`src/rtl/i2s_tx_chan.sv`:
```
module i2s_tx_chan #(
  parameter int DEPTH  = 8,
  parameter int DW     = 32,
  parameter int HALF_W = 6,
  parameter int DIV_W  = 8,
  localparam int CNT_W = $clog2(DEPTH + 1)
) (
  input  logic              clk,
  input  logic              rst_n,
  input  logic              soft_rst,
  input  logic              cfg_master,
  input  logic              cfg_mono,
  input  logic [1:0]        cfg_wsize,
  input  logic [DIV_W-1:0]  cfg_div,
  input  logic [HALF_W-1:0] cfg_half,
  input  logic              cfg_stop,
  input  logic              cfg_mute,
  input  logic [CNT_W-1:0]  irq_thr,
  input  logic [CNT_W-1:0]  dma_thr,
  input  logic              wr_en,
  input  logic [DW-1:0]     wr_data,
  input  logic              uf_clr,
  input  logic              sck_in,
  input  logic              ws_in,
  output logic              sck_out,
  output logic              ws_out,
  output logic              sd_out,
  output logic              irq,
  output logic              dma_req,
  output logic              underflow
);
  localparam int PTR_W = $clog2(DEPTH);
  localparam int SH_W  = $clog2(DW + 1);

  logic [DW-1:0]     mem [DEPTH];
  logic [PTR_W-1:0]  wp, rp;
  logic [CNT_W-1:0]  cnt;
  logic [DIV_W-1:0]  dcnt;
  logic [HALF_W-1:0] hcnt;
  logic              sck_r, ws_q;
  logic [1:0]        sck_s, ws_s;
  logic              sck_d;
  logic              ws_smp, ws_last;
  logic [DW-1:0]     sh, hold;
  logic [SH_W-1:0]   rem;
  logic              sd_q, uf_q;

  logic tick, rise_evt, fall_evt, ws_line, frame_start, pop_req, pop, push;
  logic [SH_W-1:0] wlen;
  logic [DW-1:0]   word, aligned;

  assign tick        = cfg_master && (dcnt == cfg_div);
  assign rise_evt    = cfg_master ? (tick && !sck_r) : (sck_s[1] && !sck_d);
  assign fall_evt    = cfg_master ? (tick && sck_r)  : (!sck_s[1] && sck_d);
  assign ws_line     = cfg_master ? ws_q : ws_s[1];
  assign frame_start = fall_evt && (ws_smp != ws_last);
  assign pop_req     = frame_start && !cfg_stop && !(cfg_mono && ws_smp);
  assign pop         = pop_req && (cnt != '0);
  assign push        = wr_en && ((cnt != CNT_W'(DEPTH)) || pop);

  assign wlen = (cfg_wsize == 2'd0) ? SH_W'(8) :
                (cfg_wsize == 2'd1) ? SH_W'(16) : SH_W'(DW);
  assign word    = (cfg_mono && ws_smp) ? hold : ((cnt != '0) ? mem[rp] : '0);
  assign aligned = word << (SH_W'(DW) - wlen);

  assign sck_out   = cfg_master && sck_r;
  assign ws_out    = cfg_master && ws_q;
  assign sd_out    = sd_q && !cfg_mute;
  assign irq       = (cnt <= irq_thr);
  assign dma_req   = (cnt <= dma_thr);
  assign underflow = uf_q;

  always_ff @(posedge clk) begin
    if (push) mem[wp] <= wr_data;
  end

  always_ff @(posedge clk or negedge rst_n) begin
    if (!rst_n) begin
      wp <= '0; rp <= '0; cnt <= '0;
    end else if (soft_rst) begin
      wp <= '0; rp <= '0; cnt <= '0;
    end else begin
      if (push) wp <= (wp == PTR_W'(DEPTH - 1)) ? '0 : wp + 1'b1;
      if (pop)  rp <= (rp == PTR_W'(DEPTH - 1)) ? '0 : rp + 1'b1;
      cnt <= cnt + CNT_W'(push) - CNT_W'(pop);
    end
  end

  always_ff @(posedge clk or negedge rst_n) begin
    if (!rst_n) begin
      sck_s <= '0; ws_s <= '0; sck_d <= 1'b0;
    end else begin
      sck_s <= {sck_s[0], sck_in};
      ws_s  <= {ws_s[0], ws_in};
      sck_d <= sck_s[1];
    end
  end

  always_ff @(posedge clk or negedge rst_n) begin
    if (!rst_n) begin
      dcnt <= '0; hcnt <= '0; sck_r <= 1'b0; ws_q <= 1'b0;
    end else if (soft_rst || !cfg_master) begin
      dcnt <= '0; hcnt <= '0; sck_r <= 1'b0; ws_q <= 1'b0;
    end else begin
      dcnt <= tick ? '0 : dcnt + 1'b1;
      if (tick) sck_r <= !sck_r;
      if (fall_evt) begin
        if (hcnt == cfg_half) begin
          hcnt <= '0;
          ws_q <= !ws_q;
        end else begin
          hcnt <= hcnt + 1'b1;
        end
      end
    end
  end

  always_ff @(posedge clk or negedge rst_n) begin
    if (!rst_n) begin
      ws_smp <= 1'b0; ws_last <= 1'b0; sh <= '0; hold <= '0;
      rem <= '0; sd_q <= 1'b0; uf_q <= 1'b0;
    end else if (soft_rst) begin
      ws_smp <= 1'b0; ws_last <= 1'b0; sh <= '0; hold <= '0;
      rem <= '0; sd_q <= 1'b0; uf_q <= 1'b0;
    end else begin
      if (rise_evt) ws_smp <= ws_line;
      if (fall_evt) begin
        ws_last <= ws_smp;
        if (cfg_stop) begin
          sd_q <= 1'b0;
          rem  <= '0;
        end else if (frame_start) begin
          sd_q <= aligned[DW-1];
          sh   <= aligned << 1;
          rem  <= wlen - 1'b1;
          if (!ws_smp) hold <= word;
        end else if (rem != '0) begin
          sd_q <= sh[DW-1];
          sh   <= sh << 1;
          rem  <= rem - 1'b1;
        end else begin
          sd_q <= 1'b0;
        end
      end
      if (pop_req && (cnt == '0)) uf_q <= 1'b1;
      else if (uf_clr) uf_q <= 1'b0;
    end
  end

  a_r2_full_drop: assert property (@(posedge clk) disable iff (!rst_n)
    (cnt == CNT_W'(DEPTH) && !pop && !soft_rst) |=> (cnt == CNT_W'(DEPTH)));

  a_r11_stop_no_drain: assert property (@(posedge clk) disable iff (!rst_n)
    (cfg_stop && !soft_rst) |=> (cnt >= $past(cnt)));

  a_r13_flag_sticky: assert property (@(posedge clk) disable iff (!rst_n)
    (underflow && !uf_clr && !soft_rst) |=> underflow);

  a_r13_empty_sets: assert property (@(posedge clk) disable iff (!rst_n)
    (pop_req && cnt == '0 && !soft_rst) |=> underflow);

  a_r5_mono_left_only: assert property (@(posedge clk) disable iff (!rst_n)
    (pop && cfg_mono) |-> !ws_line || !ws_smp);
endmodule

```
`config.mk`:
```
export PLATFORM = sky130hd
export DESIGN_NAME = i2s_tx_chan
export DESIGN_NICKNAME = d
export VERILOG_FILES = /design/src/rtl/i2s_tx_chan.sv
export SDC_FILE = /design/constraint.sdc
export NUM_CORES = 1
export LEC_CHECK = 0
export CORE_MARGIN = 2
export CORE_UTILIZATION = 30
export CTS_CLUSTER_DIAMETER = 100
export DETAILED_ROUTE_END_ITERATION = 12
export DONT_BUFFER_PORTS = 1
export HOLD_SLACK_MARGIN = 0.08
export PLACE_DENSITY = 0.53
export SYNTH_ARGS = -nofsm -noshare
export SYNTH_HDL_FRONTEND = slang
export SYNTH_SLANG_ARGS = --single-unit
```
`constraint.sdc`:
```
create_clock -name clk -period 10.7 [get_ports clk]
set_input_delay 0 -clock clk [delete_from_list [all_inputs] [get_ports clk]]
set_output_delay 0 -clock clk [all_outputs]
set_load 0.05 [all_outputs]
```
Yosys cells after proc, flatten, opt, wreduce, memory -nomap -nowiden
Memories as Yosys holds them, arrays and structs flattened. Index checks and enable logic that the tools add are counted.

RAM bits: 256. Memories kept: 1. Output and inout bits: 6. Bits in registers: 105. Word-level logic and storage cells: 136.

Reduce and logical (&&, ||, !) cells: 44. Order comparisons: 2. Shifts and indexed selects: 1. Equal/unequal tests: 9. Add/sub/neg operators: 9. Mux-type cells: 53.

Memory list: mem (words 8, bits a word 32, rd ports 1, clocked after memory_dff 0, write ports 1, RTL line 35) `logic [DW-1:0] mem [DEPTH];`.

Operators by type and width (count): 32-bit two-way mux (12); 6-bit two-way mux (10); 32-bit by 6-bit left shift with 32-bit output (1); 1-bit two-way mux (22); 3-bit two-way mux (6); 8-bit two-way mux (2); 2-bit nonzero test (8); 1-bit logical AND (15); 6-bit by 1-bit subtractor with 6-bit output (second input constant) (2); 8-bit by 1-bit adder with 8-bit output (second input constant) (1); 8-bit == test (1); 4-bit less-or-equal comparator (2); 1-bit zero test (8); 4-bit nonzero test (2); 3-bit by 1-bit adder with 3-bit output (second input constant) (2); 6-bit by 1-bit adder with 6-bit output (second input constant) (1); 3-bit == test (second input constant) (2); 6-bit == test (1); 3-bit nonzero test (2); 6-bit nonzero test (1); 6-bit subtractor (first input constant) (1); 4-bit by 1-bit adder with 4-bit output (1); 4-bit zero test (1); 4-bit two-way mux (1); other kinds (10) (13).

Depth between registers and ports, before layout
Depth after elaboration: 13. Depth in mapped cells: 13. Gate-level depth less buffers: 12.

Worst setup path after synthesis
No wires, ideal clock.

Path type: reg2reg. Start: reg sck_r. End: mem mem[2][0] (enable). Cell stages (with the launch flop): 6. Period minus slack after synthesis: 7315 ps. Arrival: 6721 ps. Buffers on the path: 1. Data required time: 10106 ps. Slack: 3385 ps. Library setup time: 594 ps. Cell sequence: dfrtp_1 -> and2_1 -> nand3_2 -> a211o_1 -> buf_2 -> a2111oi_0.

Longest elaborated chain between the ends: 10.

Ends and longest elaborated chain: start: declaration (RTL line 40) `logic sck_r, ws_q;`; start signal: assignment (RTL line 106) `if (tick) sck_r <= !sck_r;`; 1-bit logical AND (RTL line 54) `assign fall_evt = cfg_master ? (tick && sck_r) : (!sck_s[1] && sck_d);`; 1-bit two-way mux (RTL line 54); 1-bit logical AND (RTL line 56) `assign frame_start = fall_evt && (ws_smp != ws_last);`; 1-bit logical AND (2 in series) (RTL line 57) `assign pop_req = frame_start && !cfg_stop && !(cfg_mono && ws_smp);`; 1-bit logical AND (RTL line 58) `assign pop = pop_req && (cnt != '0);`; 1-bit logical OR (RTL line 59) `assign push = wr_en && ((cnt != CNT_W'(DEPTH)) || pop);`; 1-bit logical AND (RTL line 59); 1-bit two-way mux (RTL line 74) `if (push) mem[wp] <= wr_data;`; 1-bit two-way mux (implied by the code) (RTL line 74); end: declaration (RTL line 35).

No other way between the ends.

Worst setup path in the final report
Start: reg rp[0]. End: reg sd_q.

Longest elaborated chain between the ends: 8.

Ends and longest elaborated chain: start: declaration (RTL line 36) `logic [PTR_W-1:0] wp, rp;`; start signal: assignment (RTL line 84) `if (pop) rp <= (rp == PTR_W'(DEPTH - 1)) ? '0 : rp + 1'b1;`; memory 8 x 32 bit; 32-bit two-way mux (2 in series) (RTL line 63) `assign word = (cfg_mono && ws_smp) ? hold : ((cnt != '0) ? mem[rp] : '0);`; 32-bit by 6-bit left shift with 32-bit output (RTL line 64) `assign aligned = word << (SH_W'(DW) - wlen);`; 1-bit two-way mux (RTL line 132) `end else if (frame_start) begin`; 1-bit two-way mux (RTL line 129) `if (cfg_stop) begin`; 1-bit two-way mux (RTL line 127) `if (fall_evt) begin`; 1-bit two-way mux (RTL line 122) `end else if (soft_rst) begin`; end signal: assignment (RTL line 133) `sd_q <= aligned[DW-1];`; end signal: assignment (RTL line 138) `sd_q <= sh[DW-1];`; end: declaration (RTL line 46) `logic sd_q, uf_q;`.

No other way between the ends. The select of a mux whose other input is x is not followed. A chain may end at the register's enable or synchronous reset.

==> impl_results.md <==
- DR vias: 9024
- # IOs: 73
- H-tree levels: 2
- Cell area after layout: 17920 um2
- Layout area overhead: 15.82%
- Worst EP required: 11.11 ns
- Initial antenna violation count: 6
- First-pass GRT wire length: 57100 um
- Fin Clk Skew: 0.02454 ns
- Skew-Pair Late Insertion Delay: 0.55 ns
- Setup crit start kind: flop
- Post-synthesis xor/xnor area fraction: 1.472%
- Critical-path maximum fanout: 39
- Register area share after synthesis: 66.50%
- Setup WS pre-CTS: 7.049 ns
- CP Capture Type: flop
- Placed Area: 16180 um2
- Ys flop type: edfxtp_1
- Final Hold Vio Count: 0
- Avg WL per Cell: 21.09 um
- Mux contribution to synthesized area: 11.76%
- GRT Residual Overflow: 0
- Most frequent cells in the layout: edfxtp_1, dfrtp_1, mux2i_1, nand2_1, dlygate4sd3_1
- Simple-gate share of the synthesized area: 6.397%
- CTS max path bufs: 3
- Final period util: 37.90%
- Status: finished, final reports clean
- Post-detail-place hpwl: 22290 um
- Final GP Congestion: 0.7699
- Min-delay worst type: primary input to asynchronous set/reset pin
- Remaining DRCs: 0
- Post-synthesis cell type count: 66
- Worst Path Class, Setup: flop to flop
- Largest family of logic cells by synthesized area: multiplexers
- Flops & latches, synth: 360
- Mean Syn Cell Area: 15.35 um2
- Die Height: 231.1 um
- Vias in the first global route: 9097
- DRT iter0 DRCs: 701
- Final worst slack: 6.644 ns
- Most common cell after layout, fill and taps aside: edfxtp_1
- PD cells: 180.8 nW/um2
- Largest net degree at the start of global routing: 105
- F_max: 246.6 MHz
- Setup Viol. Count Final: 0
- Tot Pwr: 3.241 mW
- Row count: 83
- Final Slew Violations: 0
- CTS Sinks: 360
- Routed wire length: 37480 um
- Drt pass-1 iters: 5
- Total track usage: 14.02%
- Worst-Margin Slew: 1.083 ns
- Initial Util: 30.22%
- CTS tree: built
- Setup_tns: 0 ns
- Post-Syn Area: 15470 um2
- Syn. warnings: 0
- VDD IR max: 0.0001343 V
- Clock transition at path regs: 0.06 ns
- Via-to-Cell Ratio: 5.078
- Max Cap Viol: 0
- Num CTS Buffers: 39
- Die area: 53410 um2
- Post-synth EDFFs: 256
- Root Buffer: clkbuf_16
- Die W: 231.1 um
- Ys async rst share: 28.89%
- Nets: 1152
- Mapped Cells: 1008
- Crit path arrival time: 4.47 ns
- Adder-cell share of the synthesized area: 1.747%
- Slew margin rel.: 27.55%
- Min Hold Slack: 0.08548 ns
- Synthesized net count: 1096
- Crit path time final: 4.056 ns
- Post-CTS Setup Repair Bufs: 0
- P_leak: 6.110 nW
- Synth Area in Compound Gates: 9.575%
- Layout cells sized above 1: 14.72%
- Core area: 51200 um2
- Detail Route Antenna Nets: 0
- Buffers added on ports: 0
- RSZ-0062 raised after global routing: false
-- cell usage after synthesis (all sizes together) (4+ instances only) --
cell / number / share of area [%]
edfxtp: 256 / 50
dfrtp: 104 / 17
mux2i: 67 / 4.3
nand2: 57 / 1.4
o21ai: 53 / 1.7
nor2: 47 / 1.1
mux4: 43 / 6.3
a22oi: 41 / 2.0
buf: 34 / 1.7
a21oi: 22 / 0.74
clkbuf: 21 / 0.51
ha: 20 / 1.6
o2bb2ai: 18 / 1.0
mux2: 16 / 1.2
nand3: 15 / 0.52
xnor2: 15 / 0.85
inv: 13 / 0.32
a32oi: 12 / 0.68
nor2b: 12 / 0.49
xor2: 11 / 0.62
nor3: 10 / 0.32
a22o: 9 / 0.51
and2: 9 / 0.38
nand2b: 9 / 0.36
or2: 8 / 0.32
o31ai: 7 / 0.34
a2111oi: 6 / 0.34
o211ai: 6 / 0.29
a211oi: 5 / 0.24
a21o: 5 / 0.24
o22ai: 5 / 0.20
and3: 4 / 0.16
and4: 4 / 0.24
-- per-stage QoR --
step           utilization [%]  instances
3_3_place_gp             31.61       1650
2_1_floorplan                -       1008
5_1_grt                  34.99       1775
3_5_place_dp             31.61       1650
6_report                 35.00       1777
4_1_cts                  34.99       1774
-- what timing repair did --
item,4_1_cts,5_1_grt
endpoints found under the hold margin,468,0
endpoints found under the setup margin,0,0
gates resized for setup,0,0
hold buffers,53,0
-- worst max-delay path, cell delays in order, from the launching register on --
cell	delay, ns
dfrtp_4	0.59
buf_4	0.66
mux4_2	0.59
mux2i_1	0.37
o21ai_0	0.27
o21ai_0	0.20
dlygate4sd3_1	0.57
o32ai_1	0.06
dlygate4sd3_1	0.55
-- flip-flops by register name, summed over array words and instances (netlist names) --
signal / flops
ws_smp: 1
hold: 32
ws_last: 1
sck_d: 1
wp: 3
cnt: 4
ws_q: 1
sck_r: 1
underflow: 1
mem: 256
rp: 3
ws_s: 2
rem: 6
dcnt: 8
sd_q: 1
sck_s: 2
hcnt: 6
sh: 31
-- where the power goes --
part           total [mW]  internal (mW)  switching (mW)  leakage [nW]
Combinational       0.412          0.140           0.272          1.79
Sequential           1.59           1.56          0.0271          3.75
Clock                1.24          0.691           0.547         0.571
Total                3.24           2.39           0.846          6.11
-- final timing paths --
| path | start | endpoint | slack, ns | cells after the start |
|---|---|---|---|---|
| min in group clk | cfg_div[1] | ws_q | 0.11 | 5 |
| max in group asynchronous | rst_n | rp[1] | 10.18 | 2 |
| max reg2reg | rp[0] | sd_q | 6.64 | 8 |
| min | rst_n | rem[1] | 0.09 | 2 |
| max | rp[0] | sd_q | 6.64 | 8 |
| min reg2reg | sck_s[0] | sck_s[1] | 0.36 | 0 |
-- area by class of cell --
cell class                 count  area [um2]
antenna                        3       7.507
clock inverter                20       130.1
tap                          680       850.8
fill                        4862       33280
multi-input combinational    580        4858
timing repair buffer          70       685.7
inverter                      13       48.80
clock buffer                  51        1041
sequential                   360       10300
-- kinds of logic after synthesis --
family / count (synthesis)
simple gates: 196
buf+inv: 68
mux: 126
xor+xnor: 26
fa+ha+maj: 21
flops: 360
compound gates: 211
-- layer usage --
metal | vias to the layer above | wire length, um | track usage [%]
li1 | 4063 | - | -
met1 | 4663 | 16970 | 19.11
met2 | 232 | 17530 | 22.60
met3 | 58 | 2161 | 3.150
met4 | 8 | 762 | 3.669
met5 | - | 58 | 0
(Power assumes the default switching activity.)
